## config.mk

```make
export PLATFORM = sky130hd
export DESIGN_NAME = sio_port_regs
export DESIGN_NICKNAME = d
export VERILOG_FILES = /design/src/rtl/sio_pkg.sv /design/src/rtl/sio_byte_fifo.sv /design/src/rtl/sio_irq_unit.sv /design/src/rtl/sio_port_regs.sv
export SDC_FILE = /design/constraint.sdc
export NUM_CORES = 1
export LEC_CHECK = 0
export ABC_AREA = 1
export BUFFER_PORTS_ARGS = -buffer_cell sky130_fd_sc_hd__buf_2
export CORE_MARGIN = 3
export CORE_UTILIZATION = 58
export CTS_CLUSTER_DIAMETER = 50
export CTS_CLUSTER_SIZE = 30
export DETAILED_ROUTE_END_ITERATION = 16
export PLACE_DENSITY = 0.83
export SLEW_MARGIN = 20
export SYNTH_ARGS = -nofsm -noshare
export SYNTH_HDL_FRONTEND = slang
export SYNTH_HIERARCHICAL = 1
export SYNTH_SLANG_ARGS = --single-unit
```

## constraint.sdc

```tcl
create_clock -name clk -period 4.4 [get_ports clk]
set_input_delay 0.44 -clock clk [delete_from_list [all_inputs] [get_ports clk]]
set_output_delay 0.44 -clock clk [all_outputs]
set_load 0.005 [all_outputs]
```

## src/rtl/sio_pkg.sv

```systemverilog
package sio_pkg;
  localparam int WORD_W = 32;
  localparam int LANES  = WORD_W / 8;

  // word indices (byte address / 4)
  localparam int IDX_LINE_CTL = 'h00;
  localparam int IDX_LINE_STS = 'h01;
  localparam int IDX_INT_CTL  = 'h02;
  localparam int IDX_INT_STS  = 'h03;
  localparam int IDX_FIFO_CTL = 'h04;
  localparam int IDX_BAUD     = 'h05;
  localparam int IDX_TX_DATA  = 'h08;
  localparam int IDX_RX_DATA  = 'h0C;

  localparam logic [WORD_W-1:0] MASK_LINE_CTL = 32'hE17F_0000;
  localparam logic [WORD_W-1:0] MASK_INT_CTL  = 32'h000F_0000;
  localparam logic [WORD_W-1:0] MASK_INT_STS  = 32'h0007_0000;
  localparam logic [WORD_W-1:0] MASK_FIFO_CTL = 32'h001F_0000;
  localparam logic [WORD_W-1:0] MASK_BAUD     = 32'h03FF_0000;
  localparam logic [WORD_W-1:0] IRQ_SRC_MASK  = 32'h0007_0000;

  localparam logic [WORD_W-1:0] RST_LINE_CTL = 32'h4000_0000;
  localparam logic [WORD_W-1:0] RST_BAUD     = 32'h03FF_0000;

  localparam int BIT_RX_DATA = 16;
  localparam int BIT_TX_EMPTY = 17;
  localparam int BIT_DMA_REQ = 19;
  localparam int BIT_FRST_EN = 16;
  localparam int BIT_RX_FLUSH = 17;
  localparam int BIT_TX_FLUSH = 18;

  function automatic logic [WORD_W-1:0] merge_lanes(
    input logic [WORD_W-1:0] old_v,
    input logic [WORD_W-1:0] new_v,
    input logic [LANES-1:0]  be,
    input logic [WORD_W-1:0] mask);
    logic [WORD_W-1:0] r;
    for (int i = 0; i < LANES; i++)
      r[8*i +: 8] = be[i] ? new_v[8*i +: 8] : old_v[8*i +: 8];
    return r & mask;
  endfunction
endpackage

```

## src/rtl/sio_byte_fifo.sv

```systemverilog
module sio_byte_fifo #(
  parameter int WIDTH = 8,
  parameter int DEPTH = 8
) (
  input  logic             clk,
  input  logic             rst,
  input  logic             flush,
  input  logic             push,
  input  logic [WIDTH-1:0] push_data,
  input  logic             pop,
  output logic [WIDTH-1:0] head,
  output logic             empty,
  output logic             full
);
  localparam int PW = (DEPTH > 1) ? $clog2(DEPTH) : 1;
  localparam int CW = $clog2(DEPTH + 1);

  logic [WIDTH-1:0] mem [DEPTH];
  logic [PW-1:0]    wr_ptr, rd_ptr;
  logic [CW-1:0]    count;
  logic             do_push, do_pop;

  assign empty   = (count == '0);
  assign full    = (count == CW'(DEPTH));
  assign do_push = push && !full;
  assign do_pop  = pop && !empty;
  assign head    = mem[rd_ptr];

  function automatic logic [PW-1:0] step(input logic [PW-1:0] p);
    return (p == PW'(DEPTH - 1)) ? '0 : p + 1'b1;
  endfunction

  // storage without reset so it can map to RAM
  always_ff @(posedge clk)
    if (do_push) mem[wr_ptr] <= push_data;

  always_ff @(posedge clk) begin
    if (rst || flush) begin
      wr_ptr <= '0;
      rd_ptr <= '0;
      count  <= '0;
    end else begin
      if (do_push) wr_ptr <= step(wr_ptr);
      if (do_pop)  rd_ptr <= step(rd_ptr);
      case ({do_push, do_pop})
        2'b10:   count <= count + 1'b1;
        2'b01:   count <= count - 1'b1;
        default: ;
      endcase
    end
  end

  assert_flush_empties_R8: assert property (@(posedge clk) disable iff (rst)
    flush |=> empty);
  assert_no_overflow_R9: assert property (@(posedge clk) disable iff (rst)
    (push && full && !pop && !flush) |=> full);
endmodule

```

## src/rtl/sio_irq_unit.sv

```systemverilog
module sio_irq_unit
  import sio_pkg::*;
(
  input  logic              clk,
  input  logic              rst,
  input  logic              ctl_wr,
  input  logic              sts_wr,
  input  logic [WORD_W-1:0] wdata,
  input  logic [LANES-1:0]  be,
  input  logic              rx_has_data,
  input  logic              tx_is_empty,
  output logic [WORD_W-1:0] ctl_q,
  output logic [WORD_W-1:0] sts_q,
  output logic              irq,
  output logic              dma_err
);
  logic [WORD_W-1:0] ctl_d, sts_d, hw_set;

  always_comb begin
    ctl_d = ctl_wr ? merge_lanes(ctl_q, wdata, be, MASK_INT_CTL) : ctl_q;
    hw_set = '0;
    hw_set[BIT_RX_DATA]  = rx_has_data;
    hw_set[BIT_TX_EMPTY] = tx_is_empty;
    sts_d = (sts_wr ? merge_lanes(sts_q, wdata, be, MASK_INT_STS) : sts_q) | hw_set;
  end

  always_ff @(posedge clk) begin
    if (rst) begin
      ctl_q   <= '0;
      sts_q   <= '0;
      irq     <= 1'b0;
      dma_err <= 1'b0;
    end else begin
      ctl_q   <= ctl_d;
      sts_q   <= sts_d;
      irq     <= |(ctl_d & sts_d & IRQ_SRC_MASK);
      dma_err <= ctl_d[BIT_DMA_REQ];
    end
  end

  assert_irq_falls_on_write_R7: assert property (@(posedge clk) disable iff (rst)
    $fell(irq) |-> $past(ctl_wr || sts_wr));
  assert_rx_flag_sets_R6: assert property (@(posedge clk) disable iff (rst)
    rx_has_data |=> sts_q[BIT_RX_DATA]);
  assert_rx_flag_sticky_R6: assert property (@(posedge clk) disable iff (rst)
    (sts_q[BIT_RX_DATA] && !sts_wr) |=> sts_q[BIT_RX_DATA]);
endmodule

```

## src/rtl/sio_port_regs.sv

```systemverilog
module sio_port_regs
  import sio_pkg::*;
#(
  parameter int ADDR_W     = 8,
  parameter int FIFO_DEPTH = 8
) (
  input  logic              clk,
  input  logic              rst,
  input  logic              bus_sel,
  input  logic              bus_we,
  input  logic [ADDR_W-1:0] bus_addr,
  input  logic [LANES-1:0]  bus_be,
  input  logic [WORD_W-1:0] bus_wdata,
  output logic [WORD_W-1:0] bus_rdata,
  output logic              irq,
  output logic              dma_err,
  output logic [7:0]        tx_data,
  output logic              tx_valid,
  input  logic              tx_ready,
  input  logic [7:0]        rx_data,
  input  logic              rx_valid,
  output logic              rx_ready
);
  localparam int IW = ADDR_W - 2;

  logic [IW-1:0] word_idx;
  logic aligned, wr, rd;
  logic hit_lctl, hit_lsts, hit_ictl, hit_ists, hit_fctl, hit_baud, hit_txd, hit_rxd;

  assign word_idx = bus_addr[ADDR_W-1:2];
  assign aligned  = (bus_addr[1:0] == 2'b00);
  assign wr       = bus_sel && bus_we && aligned;
  assign rd       = bus_sel && !bus_we && aligned;
  assign hit_lctl = (word_idx == IW'(IDX_LINE_CTL));
  assign hit_lsts = (word_idx == IW'(IDX_LINE_STS));
  assign hit_ictl = (word_idx == IW'(IDX_INT_CTL));
  assign hit_ists = (word_idx == IW'(IDX_INT_STS));
  assign hit_fctl = (word_idx == IW'(IDX_FIFO_CTL));
  assign hit_baud = (word_idx == IW'(IDX_BAUD));
  assign hit_txd  = (word_idx == IW'(IDX_TX_DATA));
  assign hit_rxd  = (word_idx == IW'(IDX_RX_DATA));

  logic [WORD_W-1:0] lctl_q, fctl_q, baud_q, fctl_d, ictl_q, ists_q;
  logic tx_ovf_q;

  assign fctl_d = merge_lanes(fctl_q, bus_wdata, bus_be, MASK_FIFO_CTL);

  // queue control
  logic tx_flush, rx_flush, tx_push, tx_drop, rx_pop, rx_push;
  logic tx_empty, tx_full, rx_empty, rx_full;
  logic [7:0] rx_head;

  assign tx_flush = wr && hit_fctl && fctl_d[BIT_FRST_EN] && fctl_d[BIT_TX_FLUSH];
  assign rx_flush = wr && hit_fctl && fctl_d[BIT_FRST_EN] && fctl_d[BIT_RX_FLUSH];
  assign tx_push  = wr && hit_txd && bus_be[LANES-1];
  assign tx_drop  = tx_push && tx_full;
  assign rx_pop   = rd && hit_rxd && bus_be[LANES-1];
  assign rx_push  = rx_valid && rx_ready;
  assign tx_valid = !tx_empty;
  assign rx_ready = !rx_full;

  sio_byte_fifo #(.WIDTH(8), .DEPTH(FIFO_DEPTH)) tx_fifo_i (
    .clk(clk), .rst(rst), .flush(tx_flush),
    .push(tx_push), .push_data(bus_wdata[WORD_W-1 -: 8]),
    .pop(tx_valid && tx_ready),
    .head(tx_data), .empty(tx_empty), .full(tx_full));

  sio_byte_fifo #(.WIDTH(8), .DEPTH(FIFO_DEPTH)) rx_fifo_i (
    .clk(clk), .rst(rst), .flush(rx_flush),
    .push(rx_push), .push_data(rx_data),
    .pop(rx_pop),
    .head(rx_head), .empty(rx_empty), .full(rx_full));

  sio_irq_unit irq_i (
    .clk(clk), .rst(rst),
    .ctl_wr(wr && hit_ictl), .sts_wr(wr && hit_ists),
    .wdata(bus_wdata), .be(bus_be),
    .rx_has_data(!rx_empty), .tx_is_empty(tx_empty),
    .ctl_q(ictl_q), .sts_q(ists_q), .irq(irq), .dma_err(dma_err));

  // plain configuration registers
  always_ff @(posedge clk) begin
    if (rst) begin
      lctl_q   <= RST_LINE_CTL;
      fctl_q   <= '0;
      baud_q   <= RST_BAUD;
      tx_ovf_q <= 1'b0;
    end else begin
      if (wr && hit_lctl) lctl_q <= merge_lanes(lctl_q, bus_wdata, bus_be, MASK_LINE_CTL);
      if (wr && hit_fctl) fctl_q <= fctl_d;
      if (wr && hit_baud) baud_q <= merge_lanes(baud_q, bus_wdata, bus_be, MASK_BAUD);
      if (tx_flush)       tx_ovf_q <= 1'b0;
      else if (tx_drop)   tx_ovf_q <= 1'b1;
    end
  end

  // registered read port
  logic [WORD_W-1:0] rd_val;
  always_comb begin
    rd_val = '0;
    if (hit_lctl)      rd_val = lctl_q;
    else if (hit_lsts) rd_val = {{(WORD_W-1){1'b0}}, tx_ovf_q};
    else if (hit_ictl) rd_val = ictl_q;
    else if (hit_ists) rd_val = ists_q;
    else if (hit_fctl) rd_val = fctl_q;
    else if (hit_baud) rd_val = baud_q;
    else if (hit_rxd && bus_be[LANES-1] && !rx_empty)
      rd_val = {rx_head, {(WORD_W-8){1'b0}}};
  end

  always_ff @(posedge clk) begin
    if (rst) bus_rdata <= '0;
    else     bus_rdata <= rd ? rd_val : '0;
  end

  assert_tx_hold_R10: assert property (@(posedge clk) disable iff (rst)
    (tx_valid && !tx_ready && !tx_flush) |=> (tx_valid && $stable(tx_data)));
  assert_line_status_ro_R2: assert property (@(posedge clk) disable iff (rst)
    (wr && hit_lsts && !tx_drop && !tx_flush) |=> $stable(tx_ovf_q));
endmodule

```

# Yosys cells after proc, flatten, opt, wreduce, memory -nomap -nowiden

Memory sizes are Yosys's and may differ from the RTL's. A register that Yosys moved wholly into a read port is not among the register bits.
Cells that the tools add are included.

Memories kept: 2
Output and inout bits: 44
RAM bits: 128
Register bits: 145

Memory list:

| name          | words | bits a word | rd ports | clocked after memory_dff | wr ports | RTL line            | text |
|---|---|---|---|---|---|---|---|
| rx_fifo_i.mem | 8     | 8           | 1        | 1                        | 1        | sio_byte_fifo.sv:18 | `logic [WIDTH-1:0] mem [DEPTH];` |
| tx_fifo_i.mem | 8     | 8           | 1        | 1                        | 1        | sio_byte_fifo.sv:18 |  |

$add $sub $neg: 8
Mux-type cells: 26
Bitwise gates (word level): 3
Equality and inequality tests: 17
Reductions and logical operators: 48

Operator list:

| cell                | number |
|---|---|
| $mux 32             | 9 |
| $or 32x18->32       | 1 |
| $mux 3              | 10 |
| $logic_and 1x1->1   | 25 |
| $and 19x19->19      | 1 |
| $pmux 4 s2          | 2 |
| $add 3x1->3 const B | 4 |
| $eq 3x3->1 const B  | 4 |
| $eq 6x2->1 const B  | 2 |
| $eq 6x3->1 const B  | 2 |
| $eq 6x4->1 const B  | 2 |
| $reduce_and 2->1    | 5 |
| $add 4x1->4 const B | 2 |
| $eq 4x4->1 const B  | 2 |
| $logic_not 4->1     | 2 |
| $sub 4x1->4 const B | 2 |
| $eq 6x1->1 const B  | 1 |
| $logic_not 6->1     | 1 |
| $reduce_or 3->1     | 2 |
| $logic_not 1->1     | 5 |
| $eq 2x1->1 const B  | 2 |
| $eq 2x2->1 const B  | 2 |
| $mux 1              | 4 |
| $mux 4              | 1 |
| other kinds (6)     | 9 |

# Depth between registers and ports, before layout

Depth in word-level cells: 10
Mapped depth: 16
Mapped depth without buffers: 16

# Hierarchy

The synthesis kept the hierarchy.

Modules (own cells, without submodules):

| module                    | area an instance (sq um) | cells an instance | seq. area each (sq um) | times used |
|---|---|---|---|---|
| sio_byte_fifo (tx_fifo_i) | 3,221.8                  | 275               | 2,182.1                | 1 |
| sio_byte_fifo (rx_fifo_i) | 3,215.6                  | 276               | 2,182.1                | 1 |
| sio_port_regs             | 2,770.2                  | 395               | 1,181.1                | 1 |
| sio_irq_unit              | 778.2                    | 108               | 160.2                  | 1 |

# Worst setup path before layout

Ideal clock, no wire load.

Path type: input port to flip-flop
Start: input port bus_addr[2]
End: register tx_fifo_i.count[2]
Required time: 4.285 ns
Buffers on the path: 0
Cell stages on the path: 15
Data arrival time: 2.068 ns
Path slack: 2.216 ns
Path through: inv_2 > nand2_1 > nor3_1 > nand2_1 > nor2_1 > nand2_2 > ha_1 > nand2_1 > inv_1 > nor2_1 > ha_1 > a21oi_1 > xnor2_1 > o21ai_0 > inv_1

Longest elaborated chain between the ends: 6
Elaborated cells between the ends (all ways): 13

Ends and longest elaborated chain:

| element                                                | RTL line            | text |
|---|---|---|
| from (decl)                                            | sio_port_regs.sv:11 | `input logic [ADDR_W-1:0] bus_addr,` |
| $eq 6x4->1 (*)                                         | sio_port_regs.sv:40 | `assign hit_txd = (word_idx == IW'(IDX_TX_DATA));` |
| $logic_and 1x1->1 (*) (2 in series)                    | sio_port_regs.sv:55 | `assign tx_push = wr && hit_txd && bus_be[LANES-1];` |
| named net tx_push                                      | sio_port_regs.sv:49 | `logic tx_flush, rx_flush, tx_push, tx_drop, rx_pop, rx_push;` |
| $logic_and 1x1->1 (*)                                  | sio_byte_fifo.sv:25 | `assign do_push = push && !full;` |
| $eq 2x1->1 / $eq 2x2->1 (equally long branches)        | sio_byte_fifo.sv:45 | `case ({do_push, do_pop})` |
| $pmux 4 s2 / $reduce_bool 2->1 (equally long branches) | -                   |  |
| to (signal assigned)                                   | sio_byte_fifo.sv:46 | `2'b10: count <= count + 1'b1;` |
| to (signal assigned)                                   | sio_byte_fifo.sv:47 | `2'b01: count <= count - 1'b1;` |
| to (decl)                                              | sio_byte_fifo.sv:20 | `logic [CW-1:0] count;` |

Mark *: on every way through the listed nets, which the timed path passes. The rest lies on a longest branch.
A chain may end at the register's enable or synchronous reset.

==> impl_metrics.tcl <==
set metrics [dict create \
    status "finished clean" \
    syn_area_um2 9990 \
    r2r-end "tx_fifo_i/count[2]" \
    synth_compound_area_frac 0.0882 \
    fill_cells 1283 \
    ys_seq_area_frac 0.571 \
    overflow 0 \
    yosys-top-cells-area "edfxtp_1 (38%), dfxtp_1 (19%), nand2_1 (8.0%), nor2_1 (5.2%), buf_4 (4.7%)" \
    dieArea_um2 18800 \
    viasPerCell 5.27 \
    clk-insertion-delay-late_ns 0.49 \
    syn_to_final_growth_pct 8.54 \
    final.setup.tns_ns 0 \
    cp-end-kind "output port" \
    synth_edf_count 128 \
    start_kind "flip-flop" \
    cts_hold_buf 0 \
    cts_buffers 18 \
    combPwrFrac 0.055 \
    crit_type "flip-flop to output port" \
    die_x_um 137 \
    first_iter_violations 593 \
    drive_gt1_frac 0.141 \
    setup_viol 0 \
    ir_drop_mv 0.349 \
    grt_pass1_vias 6574 \
    synth_top_family_by_area "simple AND/OR/NAND/NOR gates" \
    synth_top_area_cell "edfxtp_1" \
    fin_skew_ns 0.0149 \
    grt_pass1_wl_um 31400 \
    ys.flop_type "edfxtp_1" \
    ios 102 \
    layout.nets 1196 \
    synth-seq-cells 221 \
    hpwl_um 13400 \
    diodes 0 \
    drc_errors 0 \
    numPortBuffers 83 \
    dp.cells 1324 \
    switching_power_uw 932 \
    finalWeightedCongestion 0.902 \
    power_density_nw_per_um2 382 \
    syn_avg_cell_area_um2 9.47 \
    r2r_setup_slack_ns 2.07 \
    tightest_slew_ns 1.01 \
    synth-xor-area-share 0.00526 \
    r2r_start "tx_fifo_i/count[1]" \
    cp.required_ns 3.96 \
    cts.sinks 221 \
    core_um2 16700 \
    instances_no_fill 1356 \
    synthCells 1054 \
    power.share.sequential 0.542 \
    min_to "baud_q[23]" \
    hp-class "primary input to flip-flop" \
    cts_htree_levels 1 \
    antenna_found_initial 0 \
    synthSimpleGateAreaFrac 0.201 \
    post_cts_resize_count 0 \
    rsz0062_at_grt "no" \
    hold_start "bus_wdata[23]" \
    die_y_um 137 \
    fin_crit_sh 0.660 \
    vias 7152 \
    ff2ff_path_depth 15 \
    ys_warn_count 6 \
    p_int_uw 3210 \
    synth_fa_ha_area_frac 0.0175 \
    clk_pin_slew_worst_paths_ns 0.08 \
    synth_top_area_share 0.385 \
    cts_buffer_depth 3 \
    firstDrtPassIters 5 \
    wire_per_inst_um 14.8 \
    path_max_fanout 24 \
    fmax_mhz 344 \
    multi_input_area_um2 3490 \
    cts_tree "built" \
    power.leakage_uw 0.00441 \
    placementRows 47 \
    drv_cap 0 \
    cts_setup_buffers 0 \
    async_flop_share 0 \
    period_minus_slack_ns 2.90 \
    whs_path_depth 3 \
    hold_viol_final 0 \
    totalWireLength_um 20100 \
    muxShareOfSynthArea 0.0160 \
    slew_violations 0 \
    swShare 0.225 \
    grt.total_usage 0.209 \
    root_buffer "clkbuf_16" \
    synth_cell_types 42 \
    grt_max_degree 34 \
    ff_latch_area_um2 5710 \
    pwr-share-clk 0.403 \
    drtAntennaViolNets 0 \
    crit_arrival_ns 2.46 \
    relSlewSlack 0.323 \
    start_util 0.598 \
]
==> final cells by class <==
| class | count | share of cell area |
|---|---|---|
| Clock inverter | 10 | 0.0109 |
| Timing Repair Buffer | 85 | 0.0397 |
| Inverter | 83 | 0.0291 |
| Clock buffer | 22 | 0.0469 |
| Sequential cell | 221 | 0.526 |
| Tap cell | 220 | 0.0254 |
| Multi-Input combinational cell | 715 | 0.322 |
==> synthesized netlist by cell type, types with 7 or more instances <==
master	count
a21oi_1	48
buf_2	13
buf_4	63
buf_6	12
dfxtp_1	93
edfxtp_1	128
ha_1	14
inv_1	65
inv_2	13
mux2i_1	16
nand2_1	214
nand3_1	52
nand4_1	17
nor2_1	139
nor2_2	7
o21ai_0	50
o21ai_1	38
o22ai_1	16
==> kinds of logic after synthesis <==
family / count (synthesis)
adder cells (fa/ha/maj): 14
buffers and inverters: 174
AO/OA/AOI/OAI: 165
other: 1
AND/OR/NAND/NOR: 457
XOR/XNOR: 6
multiplexers: 16
flip-flops: 221
==> sequential cells by signal, summed over array words and instances (netlist names), 4 cells and up, named ones only <==
| register | flops |
|---|---|
| fctl_q | 5 |
| tx_fifo_i/count | 4 |
| bus_rdata | 32 |
| rx_fifo_i/mem | 64 |
| tx_fifo_i/mem | 64 |
| rx_fifo_i/count | 4 |
| lctl_q | 11 |
| baud_q | 10 |
==> per-layer routing <==
layer  share of wire  track usage  vias up
met5               0            0        -
met3           0.054       0.0292       28
met1            0.42        0.267     3351
met4           0.020       0.0543        0
li1                -            -     3570
met2            0.51        0.374      203
==> power groups by stage <==
stage                     Combinational (uW)  Sequential, uW  Clock [uW]
after floorplan                          178            2290           0
after global placement                   219            2290           0
after detailed placement                 224            2290           0
after CTS                                227            2240        1700
after global routing                     258            2250        1770
final                                    228            2240        1670
==> layout by cell type, fill, tap and decap left out, types with 16 or more instances in the layout <==
| master | Yosys | final |
|---|---|---|
| a21oi_1 | 48 | 48 |
| buf_2 | 13 | 83 |
| clkbuf_16 | 0 | 20 |
| conb_1 | 1 | 57 |
| dfxtp_1 | 93 | 93 |
| edfxtp_1 | 128 | 128 |
| inv_1 | 65 | 65 |
| mux2i_1 | 16 | 16 |
| nand2_1 | 214 | 214 |
| nand3_1 | 52 | 52 |
| nand4_1 | 17 | 17 |
| nor2_1 | 139 | 139 |
| o21ai_0 | 50 | 50 |
| o21ai_1 | 38 | 38 |
| o22ai_1 | 16 | 16 |
==> critical path: stages (launching register included) <==
cell	delay, ns
dfxtp_1	0.83
buf_4	0.35
inv_2	0.21
o21ai_0	0.24
o21ai_1	0.10
nand2_1	0.07
nand2_1	0.06
buf_2	0.12
==> per-stage QoR <==
stage / worst slack, ns / total power [uW] / area, um^2 / util / hold WS (ns)
2_1_floorplan: 2.22 / 2460 / 10200 / - / 0.429
3_3_place_gp: 1.62 / 2510 / 10200 / 0.612 / 0.445
3_5_place_dp: 1.57 / 2510 / 10200 / 0.612 / 0.448
4_1_cts: 1.47 / 4170 / 10800 / 0.649 / 0.138
5_1_grt: 1.26 / 4270 / 10800 / 0.649 / 0.155
6_report: 1.50 / 4140 / 10800 / 0.649 / 0.150
==> worst max-delay path by stage <==
stage,start,end
6_report,flip-flop,tx_data[0]
5_1_grt,flip-flop,tx_data[5]
4_1_cts,flip-flop,tx_data[0]
3_5_place_dp,bus_addr[1],tx_fifo_i/mem[1][1]
3_3_place_gp,bus_addr[1],tx_fifo_i/mem[5][3]
2_1_floorplan,bus_addr[2],tx_fifo_i/count[2]
No activity file was read; power rests on OpenSTA's default activity.
